--- config.mk ---
export PLATFORM = sky130hd
export DESIGN_NAME = dram_refresh_seq
export DESIGN_NICKNAME = d
export VERILOG_FILES = /design/src/rtl/rfr_pkg.sv /design/src/rtl/rfr_interval_timer.sv /design/src/rtl/rfr_strobe_gen.sv /design/src/rtl/rfr_row_counter.sv /design/src/rtl/dram_refresh_seq.sv
export SDC_FILE = /design/constraint.sdc
export NUM_CORES = 1
export LEC_CHECK = 0
export ABC_AREA = 1
export BUFFER_PORTS_ARGS = -buffer_cell sky130_fd_sc_hd__buf_2
export CAP_MARGIN = 30
export CORE_MARGIN = 10
export CORE_UTILIZATION = 26
export CTS_CLUSTER_DIAMETER = 50
export CTS_CLUSTER_SIZE = 12
export DETAILED_ROUTE_END_ITERATION = 12
export GPL_TIMING_DRIVEN = 0
export HOLD_SLACK_MARGIN = 0.1
export PLACE_DENSITY_LB_ADDON = 0.3
export SLEW_MARGIN = 20
export SYNTH_ARGS = -nofsm -noshare
export SYNTH_HDL_FRONTEND = slang
export SYNTH_HIERARCHICAL = 1
export SYNTH_SLANG_ARGS = --single-unit
--- constraint.sdc ---
create_clock -name clk -period 6.9 [get_ports clk]
set_input_delay 1.38 -clock clk [delete_from_list [all_inputs] [get_ports clk]]
set_output_delay 1.38 -clock clk [all_outputs]
set_load 0.005 [all_outputs]
--- src/rtl/rfr_pkg.sv ---
package rfr_pkg;
  typedef enum logic [1:0] {
    PH_IDLE   = 2'd0,
    PH_SETUP  = 2'd1,
    PH_ACTIVE = 2'd2,
    PH_PRECH  = 2'd3
  } phase_t;

  typedef enum logic [1:0] {
    SQ_PAUSE = 2'd0,
    SQ_WAKE  = 2'd1,
    SQ_RUN   = 2'd2
  } seq_t;
endpackage

--- src/rtl/rfr_interval_timer.sv ---
module rfr_interval_timer #(
  parameter int PERIOD = 1560
) (
  input  logic clk,
  input  logic rst_n,
  input  logic en,
  output logic tick
);
  localparam int CW = $clog2(PERIOD + 1);
  localparam logic [CW-1:0] LAST = CW'(PERIOD - 1);

  logic [CW-1:0] cnt_q, cnt_d;

  always_comb begin
    tick  = en && (cnt_q == LAST);
    cnt_d = cnt_q;
    if (!en)       cnt_d = '0;
    else if (tick) cnt_d = '0;
    else           cnt_d = cnt_q + 1'b1;
  end

  always_ff @(posedge clk or negedge rst_n) begin
    if (!rst_n) cnt_q <= '0;
    else        cnt_q <= cnt_d;
  end

  a_r6_count_bounded: assert property (@(posedge clk) disable iff (!rst_n)
    cnt_q <= LAST);
endmodule

--- src/rtl/rfr_strobe_gen.sv ---
module rfr_strobe_gen import rfr_pkg::*; #(
  parameter int SETUP_CYC  = 1,
  parameter int ACTIVE_CYC = 4,
  parameter int PRECH_CYC  = 3,
  parameter bit RAS_ONLY   = 1'b0
) (
  input  logic clk,
  input  logic rst_n,
  input  logic start,
  output logic busy,
  output logic done,
  output logic ras_n,
  output logic cas_n,
  output logic addr_en
);
  localparam int M1   = (SETUP_CYC > ACTIVE_CYC) ? SETUP_CYC : ACTIVE_CYC;
  localparam int MAXC = (M1 > PRECH_CYC) ? M1 : PRECH_CYC;
  localparam int CW   = $clog2(MAXC + 1);

  phase_t        phase_q, phase_d;
  logic [CW-1:0] cnt_q, cnt_d;
  logic          ras_d, cas_d, aen_d;

  always_comb begin
    phase_d = phase_q;
    cnt_d   = cnt_q;
    done    = 1'b0;
    unique case (phase_q)
      PH_IDLE: begin
        if (start) begin
          phase_d = PH_SETUP;
          cnt_d   = CW'(SETUP_CYC - 1);
        end
      end
      PH_SETUP: begin
        if (cnt_q == '0) begin
          phase_d = PH_ACTIVE;
          cnt_d   = CW'(ACTIVE_CYC - 1);
        end else cnt_d = cnt_q - 1'b1;
      end
      PH_ACTIVE: begin
        if (cnt_q == '0) begin
          phase_d = PH_PRECH;
          cnt_d   = CW'(PRECH_CYC - 1);
        end else cnt_d = cnt_q - 1'b1;
      end
      PH_PRECH: begin
        if (cnt_q == '0) begin
          phase_d = PH_IDLE;
          done    = 1'b1;
        end else cnt_d = cnt_q - 1'b1;
      end
      default: phase_d = PH_IDLE;
    endcase
    ras_d = (phase_d != PH_ACTIVE);
    if (RAS_ONLY) begin
      cas_d = 1'b1;
      aen_d = (phase_d == PH_SETUP) || (phase_d == PH_ACTIVE);
    end else begin
      cas_d = !((phase_d == PH_SETUP) || (phase_d == PH_ACTIVE));
      aen_d = 1'b0;
    end
  end

  always_ff @(posedge clk or negedge rst_n) begin
    if (!rst_n) begin
      phase_q <= PH_IDLE;
      cnt_q   <= '0;
      ras_n   <= 1'b1;
      cas_n   <= 1'b1;
      addr_en <= 1'b0;
    end else begin
      phase_q <= phase_d;
      cnt_q   <= cnt_d;
      ras_n   <= ras_d;
      cas_n   <= cas_d;
      addr_en <= aen_d;
    end
  end

  assign busy = (phase_q != PH_IDLE);

  generate
    if (RAS_ONLY) begin : g_ro_chk
      a_r10_addr_with_ras: assert property (@(posedge clk) disable iff (!rst_n)
        !ras_n |-> (addr_en && cas_n));
    end else begin : g_cbr_chk
      a_r4_cas_before_ras: assert property (@(posedge clk) disable iff (!rst_n)
        $fell(ras_n) |-> $past(!cas_n));
      a_r4_cas_hold: assert property (@(posedge clk) disable iff (!rst_n)
        $rose(cas_n) |-> ras_n && $past(!ras_n));
    end
  endgenerate
endmodule

--- src/rtl/rfr_row_counter.sv ---
module rfr_row_counter #(
  parameter int ROW_BITS = 9
) (
  input  logic                clk,
  input  logic                rst_n,
  input  logic                inc,
  output logic [ROW_BITS-1:0] row
);
  logic [ROW_BITS-1:0] row_d;

  always_comb begin
    row_d = row;
    if (inc) row_d = row + 1'b1;
  end

  always_ff @(posedge clk or negedge rst_n) begin
    if (!rst_n) row <= '0;
    else        row <= row_d;
  end

  a_r10_row_step: assert property (@(posedge clk) disable iff (!rst_n)
    inc |=> row == $past(row) + 1'b1);
endmodule

--- src/rtl/dram_refresh_seq.sv ---
module dram_refresh_seq import rfr_pkg::*; #(
  parameter int PAUSE_CYC    = 20000,
  parameter int WAKE_CNT     = 8,
  parameter int INTERVAL_CYC = 1560,
  parameter int SETUP_CYC    = 1,
  parameter int ACTIVE_CYC   = 4,
  parameter int PRECH_CYC    = 3,
  parameter int MAX_BACKLOG  = 8,
  parameter int ROW_BITS     = 9,
  parameter bit RAS_ONLY     = 1'b0
) (
  input  logic                clk,
  input  logic                rst_n,
  output logic                ref_req,
  input  logic                ref_gnt,
  output logic                ras_n,
  output logic                cas_lo_n,
  output logic                cas_hi_n,
  output logic [ROW_BITS-1:0] row_addr,
  output logic                row_addr_en,
  output logic                init_done
);
  localparam int PW  = $clog2(PAUSE_CYC + 1);
  localparam int WW  = $clog2(WAKE_CNT + 1);
  localparam int BW  = $clog2(MAX_BACKLOG + 2);
  localparam int BW1 = BW + 1;

  seq_t           state_q, state_d;
  logic [PW-1:0]  pause_q, pause_d;
  logic [WW-1:0]  wake_q, wake_d;
  logic [BW-1:0]  backlog_q, backlog_d;
  logic [BW1-1:0] backlog_sum;
  logic           init_q, init_d;
  logic           tick, busy, done, start, cas_n;

  rfr_interval_timer #(.PERIOD(INTERVAL_CYC)) u_timer (
    .clk  (clk),
    .rst_n(rst_n),
    .en   (state_q == SQ_RUN),
    .tick (tick)
  );

  rfr_strobe_gen #(
    .SETUP_CYC (SETUP_CYC),
    .ACTIVE_CYC(ACTIVE_CYC),
    .PRECH_CYC (PRECH_CYC),
    .RAS_ONLY  (RAS_ONLY)
  ) u_strobe (
    .clk    (clk),
    .rst_n  (rst_n),
    .start  (start),
    .busy   (busy),
    .done   (done),
    .ras_n  (ras_n),
    .cas_n  (cas_n),
    .addr_en(row_addr_en)
  );

  generate
    if (RAS_ONLY) begin : g_row
      rfr_row_counter #(.ROW_BITS(ROW_BITS)) u_row (
        .clk  (clk),
        .rst_n(rst_n),
        .inc  (done),
        .row  (row_addr)
      );
    end else begin : g_norow
      assign row_addr = '0;
    end
  endgenerate

  assign cas_lo_n  = cas_n;
  assign cas_hi_n  = cas_n;
  assign init_done = init_q;

  always_comb begin
    ref_req = (state_q == SQ_WAKE) || ((state_q == SQ_RUN) && (backlog_q != '0)) || busy;
    start   = ref_req && ref_gnt && !busy;
  end

  always_comb begin
    backlog_sum = {1'b0, backlog_q} + BW1'(tick) - BW1'(done && (backlog_q != '0));
    state_d     = state_q;
    pause_d     = pause_q;
    wake_d      = wake_q;
    backlog_d   = backlog_q;
    init_d      = init_q;
    unique case (state_q)
      SQ_PAUSE: begin
        if (pause_q == PW'(PAUSE_CYC - 1)) begin
          state_d = SQ_WAKE;
          wake_d  = WW'(WAKE_CNT);
        end else pause_d = pause_q + 1'b1;
      end
      SQ_WAKE: begin
        if (done) begin
          if (wake_q <= WW'(1)) begin
            state_d   = SQ_RUN;
            init_d    = 1'b1;
            backlog_d = '0;
          end else wake_d = wake_q - 1'b1;
        end
      end
      SQ_RUN: begin
        if (backlog_sum > BW1'(MAX_BACKLOG)) begin
          state_d   = SQ_WAKE;
          init_d    = 1'b0;
          wake_d    = WW'(WAKE_CNT);
          backlog_d = '0;
        end else backlog_d = backlog_sum[BW-1:0];
      end
      default: state_d = SQ_PAUSE;
    endcase
  end

  always_ff @(posedge clk or negedge rst_n) begin
    if (!rst_n) begin
      state_q   <= SQ_PAUSE;
      pause_q   <= '0;
      wake_q    <= '0;
      backlog_q <= '0;
      init_q    <= 1'b0;
    end else begin
      state_q   <= state_d;
      pause_q   <= pause_d;
      wake_q    <= wake_d;
      backlog_q <= backlog_d;
      init_q    <= init_d;
    end
  end

  a_r2_quiet_in_pause: assert property (@(posedge clk) disable iff (!rst_n)
    (state_q == SQ_PAUSE) |-> (ras_n && !ref_req && !init_done));
  a_r3_ready_after_cycle: assert property (@(posedge clk) disable iff (!rst_n)
    $rose(init_done) |-> $past(done));
  a_r7_req_holds: assert property (@(posedge clk) disable iff (!rst_n)
    (ref_req && !ref_gnt && !busy) |=> ref_req);
  a_r7_start_needs_grant: assert property (@(posedge clk) disable iff (!rst_n)
    $rose(busy) |-> $past(ref_gnt));
  a_r8_backlog_bound: assert property (@(posedge clk) disable iff (!rst_n)
    backlog_q <= BW'(MAX_BACKLOG));
endmodule

Word level (Yosys, flattened, before mapping)
Index checks and enable logic that the tools add are counted.
Storage, ports and cells
  register bits after elaboration: 44
  input bits: 3
  output and inout port bits: 15
  logic and storage cells: 91
Operators by class
  add/subtract/negate cells: 6
  $lt $le $gt $ge: 2
  equality and inequality tests: 17
  muxes and demuxes: 32
  bitwise gates (word level): 1
  reductions and logical operators: 23
Operators by type and width (number)
  $mux W4: 7
  $mux W11: 2
  $mux W2: 8
  $add A15 B1 Y15 const B: 1
  $eq A15 B15 Y1 const B: 1
  $ne A2 B2 Y1 const B: 7
  $mux W3: 4
  $pmux W3 S4: 1
  $pmux W4 S3: 1
  $add A11 B1 Y11 const B: 1
  $eq A11 B11 Y1 const B: 1
  $eq A2 B2 Y1 const B: 4
  $pmux W2 S4: 1
  $pmux W4 S2: 1
  $reduce_and A4 Y1: 2
  $eq A2 B1 Y1 const B: 3
  $pmux W2 S3: 1
  $add A4 B1 Y5: 1
  $gt A5 B4 Y1 const B: 1
  $logic_and A1 B1 Y1: 5
  $mux W1: 5
  $reduce_and A5 Y1: 1
  $sub A5 B1 Y5: 1
  $le A4 B1 Y1 const B: 1
  14 further kinds: 20

Logic depth before layout (Yosys ltp)
Gate-level depths: netlist of the first run.
  depth after elaboration: 11
  gate-level depth with buffers: 19

Hierarchy
Netlist of the first run, hierarchy kept.
Modules (own cells, without submodules)
  dram_refresh_seq: times used 1, cells an instance 235, area each 1834.3 um^2
  rfr_interval_timer: times used 1, cells an instance 73, area each 606.8 um^2
  rfr_strobe_gen: times used 1, cells an instance 53, area each 431.7 um^2

Worst setup path after synthesis of the first run
Ideal clock, no wire load.
  kind: register to register
  from: reg state_q[1]
  to: reg wake_q[0]
  library setup time: 0.117 ns
  arrival time: 2.792 ns
  required time: 6.783 ns
  slack: 3.990 ns
  stages on the path, launching flop included: 18
  path buffers: 0
  cell sequence: dfrtp_1 inv_1 nor2_1 nand3_1 nor4_1 inv_1 ha_1 inv_1 ha_1 inv_1 fa_1 or2_1 nand3_1 nand3_1 nand3_2 nand3_2 nand2_1 nand2_1
Between the ends
  word-level cells in the longest chain between the ends: 7
RTL lines
  start, declared: line dram_refresh_seq.sv:28  | seq_t state_q, state_d;
  start signal, assigned: line dram_refresh_seq.sv:124  | state_q <= state_d;
  $eq A2 B2 Y1: line dram_refresh_seq.sv:39  | .en (state_q == SQ_RUN),
  $logic_and A1 B1 Y1: line rfr_interval_timer.sv:15  | tick = en && (cnt_q == LAST);
  net tick: line dram_refresh_seq.sv:34  | logic tick, busy, done, start, cas_n;
  $add A4 B1 Y5: line dram_refresh_seq.sv:82  | backlog_sum = {1'b0, backlog_q} + BW1'(tick) - BW1'(done && (backlog_q != '0));
  $sub A5 B1 Y5: line dram_refresh_seq.sv:82
  $gt A5 B4 Y1: line dram_refresh_seq.sv:105  | if (backlog_sum > BW1'(MAX_BACKLOG)) begin
  $ne A2 B2 Y1 (no line)
  $reduce_and A5 Y1 (no line)
  end signal, assigned: line dram_refresh_seq.sv:126  | wake_q <= wake_d;
  end, declared: line dram_refresh_seq.sv:30  | logic [WW-1:0] wake_q, wake_d;
The timed path passes the listed nets, and every way through them passes these cells.
A chain may end at the register's enable or synchronous reset.

Worst setup path after layout of the first run
  from: reg state_q[1]
  to: reg backlog_q[1]
Between the ends
  word-level cells in the longest chain between the ends: 7
RTL lines
  $eq A2 B2 Y1 (*): line dram_refresh_seq.sv:39
  $logic_and A1 B1 Y1 (*): line rfr_interval_timer.sv:15
  net tick: line dram_refresh_seq.sv:34
  $add A4 B1 Y5 (*): line dram_refresh_seq.sv:82
  $sub A5 B1 Y5 (*): line dram_refresh_seq.sv:82
  $gt A5 B4 Y1: line dram_refresh_seq.sv:105
  $mux W4 (*): line dram_refresh_seq.sv:105
  $pmux W4 S2 (*): line dram_refresh_seq.sv:88  | unique case (state_q)
  end signal, assigned: line dram_refresh_seq.sv:127  | backlog_q <= backlog_d;
  end, declared: line dram_refresh_seq.sv:31  | logic [BW-1:0] backlog_q, backlog_d;
The timed path passes the listed nets; every way through them passes the cells marked *.

==> summary.txt, run 1 <==
Status - completed
H-tree depth - 2
Routed len/inst - 10.1 um
Commonest non-fill, non-tap cell in the layout - nand2_1
Endpoints failing hold - 0
CTS tree - done
Reg clk slew, reported paths - 0.09 ns
Slowest CP cell - fa_1
Cells after Synth - 361
RSZ-0062 raised after global routing - false
Skew final - 0.00907 ns
Top cells by area, synth - dfrtp_1, nand2_1, inv_1, ha_1, nor2_1
FP Rows - 38
Ys flop type - dfrtp_1
DR vias/cell - 4.24
Setup-failing EPs final - 0
GRT Total Usage - 6.95%
Setup TNS - 0 ns
Final min period - 3.48 ns
Root buf cell - clkbuf_8
Die height - 125 um
Number of synthesized flops with an enable pin - 0
#FFs+latches synth - 44
Final wirelength - 5.30 mm
Syn_area_per_cell - 7.96 um^2
Crit path max fanout - 8
Drt drc - 0
Post-synth ARST share - 100%
Worst path required time - 7.12 ns
Rel. slew slack - 62.8%
Non-Filler Instances - 525
Static Leak - 1.52 nW
Core area - 10800 um^2
Max Slew Vio Count - 0
Grt ovf - 0
Post-CTS Setup Inserts - 0
Initial DRC Count - 73
Final GP Congestion - 0.847
Largest net degree at the start of global routing - 29
Buf/Inv on CP - 6
Actual slew at the worst max-slew pin - 0.556 ns
CP delay by family, top - simple AND/OR/NAND/NOR gates
CTS buffer count - 5
First-pass detailed-route iteration total - 4
Yosys warning total - 6
Mapped cell area - 2870 um^2
Vias post-DR - 2227
Cell taking the most area after synthesis - dfrtp_1
Hold Path Class - flop to flop
Post-synthesis sequential area ratio - 38.4%
Area Growth Syn to Fin - 12.8%
Max_cap viols - 0
Fin crit share - 50.5%
# port buffers - 7
Kind of critical path - flop to flop
Post-route ant nets - 0
Vias in the first global route - 2130
CP peak stage delay - 0.47 ns
Crit path DAT - 3.70 ns
# IOs - 18
Clock Latency Late Sink - 0.30 ns
PwrDens - 144 nW/um^2
Fillers - 1181
Worst hold slack - 0.481 ns
CTS Sinks - 44
Fraction of layout cells with a size suffix above 1 - 19.0%
Crit path cell chain - inv_1 > nor2_1 > nand3_1 > nor4_1 > inv_1 > ha_1 > inv_1 > ha_1 > inv_1 > fa_1 > inv_1 > nor2_1 > nand3_1 > nand3_1 > nand3_2 > inv_2 > nand3_1 > o21ai_0
Top-area cell type share of the netlist area - 36.6%
DP Wirelength - 4.16 mm
Critical Path Source Type - flop
Count of different cell masters after synthesis - 36
Cts hold-fix bufs - 0
Most used cell, CP - inv_1
CTS max path bufs - 2
Worst vdd ir - 0.0788 mV
Die ar. - 15700 um^2
Global-route wire length before repair - 9.65 mm
Critical path endpoint category - flop
# diodes - 0
Most frequent cells in the layout - nand2_1, inv_1, dfrtp_1
Initial antenna violation count - 0
Cts repair resizes - 0
Cell count after placement - 517
Die width - 125 um
Nets - 401
Maximum clock rate - 287 MHz
Initial core utilization - 26.5%
sequential cells by signal, indices dropped and copies added, names as in the netlist:
register / flops
backlog_q: 4
init_done: 1
pause_q: 15
state_q: 2
u_strobe/cas_n: 1
u_strobe/cnt_q: 3
u_strobe/phase_q: 2
u_strobe/ras_n: 1
u_timer/cnt_q: 11
wake_q: 4
path summary, 6_finish.rpt:
kind                       slack (ns)                    from  cells after the start                        to
hold reg to reg                  0.48   init_done$_DFFE_PN0P_                      2     init_done$_DFFE_PN0P_
setup reg to reg                 3.42  state_q[1]$_DFFE_PN0P_                     18  backlog_q[1]$_DFFE_PN0P_
setup / recovery                 3.42  state_q[1]$_DFFE_PN0P_                     18  backlog_q[1]$_DFFE_PN0P_
min in group asynchronous        1.01                   rst_n                      1   pause_q[12]$_DFFE_PN0P_
hold / removal                   0.48   init_done$_DFFE_PN0P_                      2     init_done$_DFFE_PN0P_
max in group asynchronous        5.40                   rst_n                      2    state_q[0]$_DFFE_PN0P_
worst reg2reg max path, cell delays in order (launching register included):
cell     delay (ns)
dfrtp_1        0.37
inv_1          0.11
nor2_1         0.45
nand3_1        0.17
nor4_1         0.31
inv_1          0.08
ha_1           0.30
inv_1          0.06
ha_1           0.16
inv_1          0.06
fa_1           0.47
inv_1          0.05
nor2_1         0.10
nand3_1        0.09
nand3_1        0.10
nand3_2        0.17
inv_2          0.18
nand3_1        0.08
o21ai_0        0.09
report_power, final:
part           switching (W)  total (W)  internal (W)
combinational     0.00000727  0.0000123    0.00000508
sequential                 0   0.000258      0.000258
clock              0.0000882   0.000196      0.000108
total              0.0000955   0.000466      0.000370
synth_stat cells, types with 3 or more instances:
master / n
a21oi_1: 6
inv_2: 3
inv_1: 50
nand2_1: 80
nor2_4: 4
o21ai_0: 7
nand3_1: 27
nand4_1: 6
o21ai_2: 10
buf_4: 11
ha_1: 13
xnor2_1: 6
nand2_4: 3
nor2_1: 40
nand3_2: 7
xor2_1: 10
nor2_2: 5
nand2_2: 7
dfrtp_1: 42
nor3_1: 4
through the flow:
stage / util (%) / area, um^2 / setup WS, ns / power [W]
after floorplan: - / 2900 / 3.99 / 0.000268
after global placement: 28.7 / 3110 / 3.45 / 0.000274
after detailed placement: 28.9 / 3130 / 3.32 / 0.000275
after CTS: 29.9 / 3240 / 3.32 / 0.000475
after global routing: 29.9 / 3240 / 3.03 / 0.000486
final: 29.9 / 3240 / 3.42 / 0.000466
cells by family after synthesis:
group           share of synthesized area [%]
xor+xnor                                 4.88
fa+ha+maj                                6.36
simple gates                             32.8
buf+inv                                  10.8
flops                                    38.4
compound gates                           6.49
other cells                             0.261
metal layers:
layer  vias to the layer above  share of wire [%]  wire length [um]  GRT usage [%]
met5                         -                  0                 0              0
met4                         0               0.83                44           1.63
met3                         6                4.5               239           2.07
met2                        31                 45              2400           11.1
met1                      1022                 49              2610           9.01
li1                       1168                  -                 -              -
area by class of cell:
class,count,area [um^2],area share (%)
multi-input combinational,259,1490,45.9
sequential,44,1100,34.1
inverter,54,208,6.41
tap,140,175,5.41
buffer,12,103,3.17
clock buffer,6,72.6,2.24
timing repair buffer,8,55.1,1.70
clock inverter,2,35.0,1.08
(Power assumes the default switching activity.)
==> run 2, diff against run 1 <==
Settings changed: ABC_AREA 1 to 0.
Clock period 6.9 ns to 3.4 ns, I/O delays scaled along.
==> summary.txt, run 2 <==
Syn_area_per_cell - 10.1 um^2
Die ar. - 14200 um^2
DP Wirelength - 3.49 mm
Skew final - 0.00286 ns
Cells after Synth - 253
Drt drc - 0
Endpoints failing hold - 0
Reg2reg setup slack - 0.07 ns
Max Slew Vio Count - 0
Initial core utilization - 26.4%
GRT Total Usage - 6.94%
Critical Path Source Type - flop
Mapped cell area - 2560 um^2
Count of different cell masters after synthesis - 57
#FFs+latches synth - 44
Kind of critical path - flop to flop
Buf/Inv on CP - 4
CTS tree - done
Vias in the first global route - 1775
Fin crit share - 98.0%
Reg clk slew, reported paths - 0.08 ns
H-tree depth - 2
Biggest regs - pause_q x15, u_timer/cnt_q x11
Most frequent cells in the layout - dfrtp_1, buf_4, nand2_1
DR vias/cell - 4.35
Final GP Congestion - 0.768
R2R Path Start - u_timer/cnt_q[7]$_DFF_PN0_
Top post-synthesis cells by count - dfrtp_1, inv_1, nand2_1, xnor2_1, nor2_1
Commonest non-fill, non-tap cell in the layout - dfrtp_1
Die height - 119 um
Post-synthesis sequential area ratio - 43.1%
Final min period - 3.33 ns
Maximum clock rate - 300 MHz
Yosys warning total - 6
Biggest register - pause_q
CTS Sinks - 44
Worst reg2reg path depth - 13
Worst path required time - 3.63 ns
Fraction of layout cells with a size suffix above 1 - 25.4%
Top cells by area, synth - dfrtp_1, ha_1, xnor2_1, buf_4, a21oi_1
Max_cap viols - 0
Static Leak - 1.31 nW
Final wirelength - 4.94 mm
Die width - 119 um
Cts hold-fix bufs - 0
CTS buffer count - 5
Clock Latency Late Sink - 0.29 ns
CP peak stage delay - 0.58 ns
Grt ovf - 0
Worst hold slack - 0.377 ns
Most used cell, CP - inv_2
Initial antenna violation count - 0
Crit path max fanout - 5
R2r endpoint - wake_q[3]$_DFFE_PN0P_
Crit path cell chain - or4b_4 > nor4_4 > inv_2 > ha_4 > inv_2 > ha_4 > inv_2 > fa_2 > nor3b_2 > o31a_1 > a211oi_4 > buf_6 > a22o_1
Core area - 9680 um^2
Number of synthesized flops with an enable pin - 0
Rel. slew slack - 41.5%
Number of flip-flops in the largest register - 15
Tot Pwr - 0.000982 W
Routed len/inst - 11.8 um
CTS max path bufs - 2
# IOs - 18
Crit path DAT - 3.56 ns
PwrDens - 314 nW/um^2
Hold Path Class - input port to asynchronous set/reset pin
# diodes - 0
Top-area cell type share of the netlist area - 41.0%
FP Rows - 36
# port buffers - 7
Post-synth ARST share - 100%
Setup-failing EPs final - 0
Cell taking the most area after synthesis - dfrtp_1
Critical path endpoint category - flop
Largest net degree at the start of global routing - 24
Post-route ant nets - 0
Nets - 303
Status - completed
Actual slew at the worst max-slew pin - 0.870 ns
First-pass detailed-route iteration total - 4
Root buf cell - clkbuf_8
Initial DRC Count - 98
Ys flop type - dfrtp_1
Global-route wire length before repair - 8.29 mm
RSZ-0062 raised after global routing - true
Vias post-DR - 1825
Most common cell in the netlist - dfrtp_1
Slowest CP cell - or4b_4
Area Growth Syn to Fin - 22.3%
Worst vdd ir - 0.164 mV
CP delay by family, top - simple AND/OR/NAND/NOR gates
==> run 2: changes by cell type after synthesis, sizes merged, moves of 8 or more <==
| cell | change |
|---|---|
| nand3 | -26 |
| nor2 | -33 |
| xnor2 | +11 |
| inv | -34 |
| nand2 | -72 |
| a21oi | +8 |
| o21ai | -9 |
==> run 2: kinds of logic after synthesis <==
group | Yosys count | share of synthesized area (%)
simple gates | 87 | 19.5
other cells | 2 | 0.293
fa+ha+maj | 14 | 7.13
buf+inv | 34 | 7.18
mux | 3 | 1.27
flops | 44 | 43.1
compound gates | 48 | 14.3
xor+xnor | 21 | 7.18
==> run 2: metal layers <==
metal | GRT usage (%) | share of wire [%]
met1 | 8.57 | 49
met2 | 11.3 | 47
met3 | 1.79 | 2.8
met5 | 0 | 0
met4 | 2.75 | 0.93
==> run 2: final cells by class <==
cell class              instances  area (um^2)
fillers                      1004         6550
multi-input cells             183         1410
flip-flops and latches         44         1100
well taps                     133          166
repair buffers                 19          149
plain buffers                  13          105
clock buffers                   7         96.3
inverters                      20         75.1
clock inverters                 1         30.0
==> run 2: worst max path at each step <==
stage / start / cells past startpoint / endpoint / slack (ns)
2_1_floorplan: state_q[0]$_DFFE_PN0P_ / 15 / wake_q[1]$_DFFE_PN0P_ / 0.11
3_3_place_gp: state_q[0]$_DFFE_PN0P_ / 15 / wake_q[1]$_DFFE_PN0P_ / -0.40
3_5_place_dp: state_q[0]$_DFFE_PN0P_ / 15 / wake_q[1]$_DFFE_PN0P_ / -0.45
4_1_cts: u_timer/cnt_q[5]$_DFF_PN0_ / 13 / wake_q[0]$_DFFE_PN0P_ / 0.0004
5_1_grt: u_strobe/cnt_q[1]$_DFFE_PN0P_ / 16 / wake_q[3]$_DFFE_PN0P_ / -0.07
6_report: u_timer/cnt_q[7]$_DFF_PN0_ / 13 / wake_q[3]$_DFFE_PN0P_ / 0.07
==> run 2: power breakdown <==
group	switching [W]	internal [W]
Clock	0.000174	0.000259
Sequential	0	0.000523
Combinational	0.0000151	0.0000112
Total	0.000189	0.000793
==> run 2: what timing repair did <==
item / CTS / global route
setup endpoints to repair: 11 / 11
pin swaps: 3 / 8
resized for setup: 10 / 16
hold endpoints to repair: 0 / 0
setup buffers: 3 / 8
==> run 2: worst register-to-register path: cells and delay by family, from the launching register on <==
kind	cells	cell delay [ns]
and+or+nand+nor	3	0.92
adders and majority gates	3	0.86
AOI/OAI and AO/OA	3	0.78
DFF	1	0.42
buffers and inverters	4	0.30
==> run 2: per-stage QoR <==
step / std cells / util (%) / setup slack (ns) / instance area, um^2 / setup TNS [ns]
2_1_floorplan: 261 / - / 0.108 / 2590 / 0
3_3_place_gp: 401 / 28.8 / -0.403 / 2790 / -2.99
3_5_place_dp: 402 / 29.1 / -0.454 / 2820 / -3.05
4_1_cts: 413 / 31.1 / 0.000433 / 3010 / 0
5_1_grt: 420 / 32.3 / -0.0721 / 3130 / -0.252
6_report: 420 / 32.3 / 0.0697 / 3130 / 0
